--- src/rtl/srx_pkg.sv ---
package srx_pkg;
  typedef enum logic [2:0] {
    ST_IDLE, ST_START, ST_DATA, ST_PAR, ST_STOP, ST_BRKWAIT
  } srx_state_e;

  typedef struct packed {
    logic brk;
    logic ferr;
    logic perr;
  } srx_tags_t;
endpackage

--- src/rtl/srx_sync.sv ---
module srx_sync #(
  parameter int STAGES = 2
) (
  input  logic clk_i,
  input  logic rst_ni,
  input  logic d_i,
  output logic q_o
);
  logic [STAGES-1:0] pipe_q;

  always_ff @(posedge clk_i or negedge rst_ni) begin
    if (!rst_ni) pipe_q <= '1;  // idle line is high
    else         pipe_q <= {pipe_q[STAGES-2:0], d_i};
  end

  assign q_o = pipe_q[STAGES-1];
endmodule

--- src/rtl/srx_phase.sv ---
module srx_phase #(
  parameter int OSR = 16
) (
  input  logic clk_i,
  input  logic rst_ni,
  input  logic tick_i,
  input  logic clear_i,
  output logic mid_o,
  output logic full_o
);
  localparam int CW = $clog2(OSR);
  localparam logic [CW-1:0] MID_CNT  = CW'(OSR / 2 - 1);
  localparam logic [CW-1:0] FULL_CNT = CW'(OSR - 1);

  logic [CW-1:0] cnt_q;

  always_ff @(posedge clk_i or negedge rst_ni) begin
    if (!rst_ni)      cnt_q <= '0;
    else if (clear_i) cnt_q <= '0;
    else if (tick_i)  cnt_q <= (cnt_q == FULL_CNT) ? '0 : cnt_q + 1'b1;
  end

  assign mid_o  = tick_i && (cnt_q == MID_CNT);
  assign full_o = tick_i && (cnt_q == FULL_CNT);
endmodule

--- src/rtl/serial_rx_frontend.sv ---
module serial_rx_frontend #(
  parameter int DATA_W      = 8,
  parameter int OSR         = 16,
  parameter int SYNC_STAGES = 2
) (
  input  logic              clk_i,
  input  logic              rst_ni,
  input  logic              tick16_i,
  input  logic              rxd_i,
  input  logic [1:0]        cfg_dbits_i,
  input  logic              cfg_par_en_i,
  input  logic              cfg_par_odd_i,
  input  logic              fifo_full_i,
  input  logic              ovr_clr_i,
  output logic              wr_en_o,
  output logic [DATA_W-1:0] wr_data_o,
  output logic              wr_brk_o,
  output logic              wr_ferr_o,
  output logic              wr_perr_o,
  output logic              ovr_o
);
  import srx_pkg::*;

  localparam int IDX_W    = $clog2(DATA_W);
  localparam int MIN_BITS = DATA_W - 3;

  srx_state_e         state_q;
  logic               rx_s;
  logic               mid_hit, full_hit, detect, cnt_clr;
  logic [IDX_W-1:0]   idx_q, last_idx;
  logic [DATA_W-1:0]  sr_q;
  logic               par_q, seen_one_q;
  srx_tags_t          tags_d, tags_q;
  logic [DATA_W-1:0]  data_q;
  logic               wr_q, ovr_q;

  srx_sync #(.STAGES(SYNC_STAGES)) u_sync (
    .clk_i(clk_i), .rst_ni(rst_ni), .d_i(rxd_i), .q_o(rx_s)
  );

  srx_phase #(.OSR(OSR)) u_phase (
    .clk_i(clk_i), .rst_ni(rst_ni), .tick_i(tick16_i), .clear_i(cnt_clr),
    .mid_o(mid_hit), .full_o(full_hit)
  );

  assign detect   = (state_q == ST_IDLE) && tick16_i && !rx_s;
  assign last_idx = IDX_W'(cfg_dbits_i) + IDX_W'(MIN_BITS - 1);
  assign cnt_clr  = detect || ((state_q == ST_START) ? mid_hit : full_hit);

  always_comb begin
    tags_d.ferr = !rx_s;
    tags_d.brk  = !seen_one_q && !rx_s;
    tags_d.perr = cfg_par_en_i && ((^sr_q) ^ par_q ^ cfg_par_odd_i);
  end

  always_ff @(posedge clk_i or negedge rst_ni) begin
    if (!rst_ni) begin
      state_q    <= ST_IDLE;
      idx_q      <= '0;
      sr_q       <= '0;
      par_q      <= 1'b0;
      seen_one_q <= 1'b0;
    end else begin
      unique case (state_q)
        ST_IDLE: if (detect) state_q <= ST_START;
        ST_START: if (mid_hit) begin
          if (rx_s) state_q <= ST_IDLE;  // false start
          else begin
            state_q    <= ST_DATA;
            idx_q      <= '0;
            sr_q       <= '0;
            par_q      <= 1'b0;
            seen_one_q <= 1'b0;
          end
        end
        ST_DATA: if (full_hit) begin
          sr_q[idx_q] <= rx_s;
          seen_one_q  <= seen_one_q | rx_s;
          if (idx_q == last_idx) state_q <= cfg_par_en_i ? ST_PAR : ST_STOP;
          else                   idx_q   <= idx_q + 1'b1;
        end
        ST_PAR: if (full_hit) begin
          par_q      <= rx_s;
          seen_one_q <= seen_one_q | rx_s;
          state_q    <= ST_STOP;
        end
        ST_STOP: if (full_hit) state_q <= tags_d.brk ? ST_BRKWAIT : ST_IDLE;
        ST_BRKWAIT: if (tick16_i && rx_s) state_q <= ST_IDLE;
        default: state_q <= ST_IDLE;
      endcase
    end
  end

  // Output stage: one-cycle write strobe, sticky overrun
  always_ff @(posedge clk_i or negedge rst_ni) begin
    if (!rst_ni) begin
      wr_q   <= 1'b0;
      data_q <= '0;
      tags_q <= '0;
      ovr_q  <= 1'b0;
    end else begin
      wr_q <= 1'b0;
      if (ovr_clr_i) ovr_q <= 1'b0;
      if ((state_q == ST_STOP) && full_hit) begin
        if (fifo_full_i) ovr_q <= 1'b1;
        else begin
          wr_q   <= 1'b1;
          data_q <= sr_q;
          tags_q <= tags_d;
        end
      end
    end
  end

  assign wr_en_o   = wr_q;
  assign wr_data_o = data_q;
  assign wr_brk_o  = tags_q.brk;
  assign wr_ferr_o = tags_q.ferr;
  assign wr_perr_o = tags_q.perr;
  assign ovr_o     = ovr_q;
endmodule

--- config.mk ---
export PLATFORM = sky130hd
export DESIGN_NAME = serial_rx_frontend
export DESIGN_NICKNAME = d
export VERILOG_FILES = /design/src/rtl/srx_pkg.sv /design/src/rtl/srx_sync.sv /design/src/rtl/srx_phase.sv /design/src/rtl/serial_rx_frontend.sv
export SDC_FILE = /design/constraint.sdc
export NUM_CORES = 1
export LEC_CHECK = 0
export BUFFER_PORTS_ARGS = -buffer_cell sky130_fd_sc_hd__buf_2
export CORE_MARGIN = 2
export CORE_UTILIZATION = 55
export CTS_BUF_LIST = sky130_fd_sc_hd__clkbuf_2 sky130_fd_sc_hd__clkbuf_4 sky130_fd_sc_hd__clkbuf_8
export DETAILED_ROUTE_END_ITERATION = 6
export PLACE_DENSITY = 0.84
export SYNTH_ARGS = -nofsm -noshare
export SYNTH_HDL_FRONTEND = slang
export SYNTH_SLANG_ARGS = --single-unit
--- constraint.sdc ---
create_clock -name clk_i -period 4.8 [get_ports clk_i]
set_input_delay 0.48 -clock clk_i [delete_from_list [all_inputs] [get_ports clk_i]]
set_output_delay 0.48 -clock clk_i [all_outputs]
set_load 0.02 [all_outputs]
; ---- Yosys cells after proc, flatten, opt, wreduce, memory -nomap -nowiden
; Cells that the tools add are included.
[totals]
ff_bits = 35
latch_bits = 0
ramBits = 0
mem_bits_ro = 0
input_bits = 10
out_inout_bits = 13
word_cells = 103
memories = 0
[op_classes]
addsub = 3
n_mul = 0
div = 0
magnitude_cmp = 2
n_eq_ne = 18
shifts = 0
mux = 38
n_bitwise = 4
n_reduce_logical = 25
[op_table]
columns = cell, count
row1 = 3-bit two-way mux, 13
row2 = 8-bit two-way mux, 3
row3 = "2-bit inequality test, second input constant", 9
row4 = 3-bit one-hot mux with 6 select lines, 1
row5 = 8-bit one-hot mux with 2 select lines, 1
row6 = 4-bit two-way mux, 3
row7 = 4-bit AND reduction, 3
row8 = 1-bit two-way mux, 11
row9 = 1-bit logical AND, 9
row10 = 8-bit bitwise mux, 1
row11 = 2-bit nonzero test, 4
row12 = 8-bit XOR reduction, 1
row13 = 7-bit AND reduction, 1
row14 = "3-bit by 2-bit == test with 1-bit output, second input constant", 2
row15 = "3-bit == test, second input constant", 2
row16 = 3-bit one-hot mux with 2 select lines, 1
row17 = 5-bit AND reduction, 1
row18 = "4-bit by 1-bit adder with 4-bit output, second input constant", 1
row19 = "4-bit by 3-bit == test with 1-bit output, second input constant", 1
row20 = "4-bit == test, second input constant", 1
row21 = "3-bit by 4-bit < comparator with 1-bit output, second input constant", 1
row22 = 1-bit one-hot mux with 2 select lines, 2
row23 = "2-bit by 3-bit adder with 3-bit output, second input constant", 1
row24 = "3-bit by 1-bit adder with 3-bit output, second input constant", 1
row25 = 14 further kinds, 16

; ---- Longest topological paths before layout
[logic_depth]
ltp_word = 7
ltp_mapped = 7
mapped_depth_nobuf = 6

; ---- Hierarchy
; Synthesis repeated with hierarchy kept, for this count alone.
[hier_totals]
cells_unflattened = 208
area_unflattened_um2 = 1845.5
[by_module_without_submodules]
columns = mod, n_inst, cells_per_inst, area_each_um2, seq_area_each_um2
row1 = serial_rx_frontend, 1, 184, 1577.8, 725.7
row2 = srx_phase, 1, 22, 215.2, 100.1
row3 = srx_sync, 1, 2, 52.6, 52.6

; ---- Worst setup path before layout
; Ideal clock, no wire load.
[synth_timing]
kind = register to register
from = register u_phase.cnt_q[0]
to = register data_q[2] (netlist: wr_data_o[2])
setup_ns = 0.125
t_arrival_ns = 1.704
t_required_ns = 4.675
path_slack_ns = 2.971
path_stages_with_launch = 7
n_path_buf = 1
synth_period_minus_slack_ns = 1.829
cell_sequence = dfrtp_1 -> ha_1 -> and4_4 -> nand2_4 -> nor4_4 -> buf_6 -> mux2_2
[synth_between]
elab_chain_len = 4
[synth_lines]
columns = item, line
row1 = start: declaration, srx_phase.sv:15  ; logic [CW-1:0] cnt_q;
row2 = start signal: assignment, srx_phase.sv:20  ; else if (tick_i) cnt_q <= (cnt_q == FULL_CNT) ? '0 : cnt_q + 1'b1;
row3 = 4-bit == test, srx_phase.sv:24  ; assign full_o = tick_i && (cnt_q == FULL_CNT);
row4 = 1-bit logical AND, srx_phase.sv:24
row5 = 1-bit logical AND, serial_rx_frontend.sv:104  ; if ((state_q == ST_STOP) && full_hit) begin
row6 = 2-bit AND reduction (no line), n/a
row7 = end signal: assignment, serial_rx_frontend.sv:108  ; data_q <= sr_q;
row8 = end: declaration, serial_rx_frontend.sv:34  ; logic [DATA_W-1:0] data_q;
; Every way passes these cells.
; A chain may end at the register's enable or synchronous reset.

; ---- Final worst setup path
; Same ends and word-level chain as after synthesis.

==> flow_summary.json <==
{
  "run_status": "finished, final reports clean",
  "die_w_um": 62.9,
  "grt_max_degree": 36,
  "synthArstFlopShare": 1.00,
  "rsz0062_at_grt": "false",
  "reg2reg_depth": 5,
  "io_pins": 23,
  "core_area_um2": 3340,
  "dr.pass1.iters": 4,
  "synth_cell_type_count": 45,
  "max_cap_violations": 0,
  "worst_slack_ns": 2.62,
  "synth_top_flop_cell": "dfrtp_1",
  "fmaxAchievable_ghz": 0.458,
  "final_cell_mix": "dfrtp_1 (33), o21ai_0 (23), buf_2 (22)",
  "critPathArrivalTime_ns": 2.43,
  "maxSlewViolCount": 0,
  "clk_latency_ns": 0.35,
  "path_cells": "ha_1, and4_4, nand2_4, nor4_4, mux2_2",
  "cp_num_buf_inv": 0,
  "synth_edf_count": 0,
  "viasPerCell": 5.71,
  "vias": 1434,
  "route.detailed.drc": 0,
  "dp_slack_ns": 2.59,
  "synthCells": 186,
  "rows": 21,
  "worstReg2RegStart": "u_phase.cnt_q[0]$_DFFE_PN0P_",
  "finalHoldViolations": 0,
  "h-tree-depth": 2,
  "cts_buffer_depth": 2,
  "worst_path_dominant_cell_family": "simple AND/OR/NAND/NOR gates",
  "ant_nets": 0,
  "grt_usage": 0.203,
  "synthesis.area_um2": 1910,
  "numCtsBuffers": 5,
  "grt-ovfl-total": 0,
  "postCtsHoldBufs": 0,
  "final_nets": 216,
  "met3_usage": 0.0523,
  "busiest_layer": "met2",
  "start_util": 0.571,
  "use_met1": 0.272,
  "ys_seq_area_frac": 0.461,
  "path_max_fanout": 13,
  "grt_pass1_vias": 1340,
  "cts.clk_slew.worst_paths_ns": 0.11,
  "die_h_um": 62.9,
  "grt_pass1_wl_um": 6290,
  "use_met2": 0.309,
  "final_common_cell": "dfrtp_1",
  "routabilityCongestion": 0.829,
  "area_growth_pct": 7.48,
  "drt_iter0_drc": 39,
  "worstSetupStartpoint": "u_phase.cnt_q[0]$_DFFE_PN0P_",
  "die_area_um2": 3950,
  "cts-resized-gates": 0,
  "cpPeakStageDelay_ns": 0.58,
  "synth-seq-cells": 35,
  "rrSetupSlack_ns": 2.62,
  "antennaDiodeCount": 0,
  "worstMarginPinSlew_ns": 0.741,
  "powerDensity_nw_per_um2": 423,
  "critPathKind": "flip-flop to flip-flop",
  "cpMaxStageDelayCell": "nor4_4",
  "drt-total-wl_um": 3470,
  "cp-start-kind": "flip-flop",
  "wl_per_cell_um": 13.8,
  "worstPathRequired_ns": 5.05,
  "finClkSkew_ns": 0.0116,
  "syn-num-nets": 198,
  "finalSetupViolCount": 0,
  "fin_crit_sh": 0.455,
  "slew_headroom": 0.502,
  "hp-class": "primary input to async pin",
  "port_buffers": 22,
  "synth.avg_cell_area_um2": 10.2,
  "clock_sinks": 35,
  "fin_crit_ns": 2.18,
  "r2r_end": "wr_data_o[2]$_DFFE_PN0P_",
  "drive_gt1_frac": 0.239,
  "antenna_found_initial": 0,
  "p_leak_nw": 0.981,
  "vdd_drop_max_uv": 256,
  "finalSetupTns_ns": 0,
  "yosysWarnings": 0,
  "cts-root-buf": "clkbuf_4",
  "cts_tree": "done",
  "dp_hpwl_um": 2530,
  "worstSetupEndpointType": "flip-flop",
  "post_cts_buffers": 0
}
==> kinds of logic (layout without fill, tap and decap cells) <==
family                   count (synthesis)  count (layout)  share of synthesized area
AO/OA/AOI/OAI                           54              54                      0.172
AND/OR/NAND/NOR                         47              47                      0.142
flip-flops                              35              35                      0.461
buffers and inverters                   21              40                     0.0630
multiplexers                            15              15                     0.0860
XOR/XNOR                                12              12                     0.0624
adder cells (fa/ha/maj)                  2               2                     0.0131
==> worst max path at each step <==
| stage | endpoint | cells after the start |
|---|---|---|
| final | wr_data_o[2]$_DFFE_PN0P_ | 5 |
| after global routing | wr_brk_o$_DFFE_PN0P_ | 5 |
| after CTS | wr_data_o[2]$_DFFE_PN0P_ | 5 |
| after detailed placement | wr_data_o[2]$_DFFE_PN0P_ | 5 |
| after global placement | wr_data_o[2]$_DFFE_PN0P_ | 5 |
| after floorplan | wr_data_o[2]$_DFFE_PN0P_ | 6 |
==> synth_stat cells (3+ instances only) <==
master | count | area share
dfrtp_1 | 33 | 0.43
o21ai_0 | 23 | 0.060
nor2_1 | 12 | 0.024
mux2_2 | 11 | 0.065
inv_1 | 10 | 0.020
nand2_1 | 10 | 0.020
a31oi_1 | 9 | 0.030
xnor2_1 | 9 | 0.041
a21oi_1 | 8 | 0.021
nand3_1 | 5 | 0.013
clkbuf_1 | 4 | 0.0079
mux2i_1 | 4 | 0.021
and2_1 | 3 | 0.0099
buf_6 | 3 | 0.018
nand4_1 | 3 | 0.0099
==> worst register-to-register path, stage by stage (launching register included) <==
cell     delay [ns]
dfrtp_1        0.42
ha_1           0.29
and4_4         0.31
nand2_4        0.07
nor4_4         0.58
mux2_2         0.42
==> power breakdown <==
part	switching [mW]	internal, mW
Combinational	0.150	0.123
Sequential	0.0979	0.333
Clock	0.106	0.0559
==> flip-flops by register name (all words and copies together), names as in the netlist <==
name	flops
idx_q	3
ovr_o	1
par_q	1
seen_one_q	1
sr_q	8
state_q	3
u_phase.cnt_q	4
u_sync.pipe_q	2
wr_brk_o	1
wr_data_o	8
wr_en_o	1
wr_ferr_o	1
wr_perr_o	1
==> through the flow <==
stage	instance area (um^2)	total power [mW]	hold WS [ns]	utilization	instances
global route	2050	0.945	0.208	0.614	251
CTS	2050	0.871	0.202	0.614	251
floorplan	1910	0.676	0.184	-	186
finish	2050	0.866	0.167	0.614	251
global placement	1990	0.703	0.345	0.597	243
detailed placement	1990	0.709	0.347	0.597	243
==> layer usage <==
| layer | up-vias | part of all wire | wire length (um) |
|---|---|---|---|
| met4 | 0 | 0.025 | 86 |
| met2 | 38 | 0.47 | 1640 |
| met1 | 678 | 0.46 | 1590 |
| met3 | 8 | 0.045 | 155 |
| met5 | - | 0 | 0 |
| li1 | 710 | - | - |
==> final cells by class <==
class,instances,area [um^2]
clock buffer,5,37.5
clock inverter,3,20.0
fill,293,1290
inverter,10,37.5
multi-input combinational,130,907
sequential,35,878
tap,46,57.6
timing repair buffer,22,110
Power figures use the tool's default switching activity.
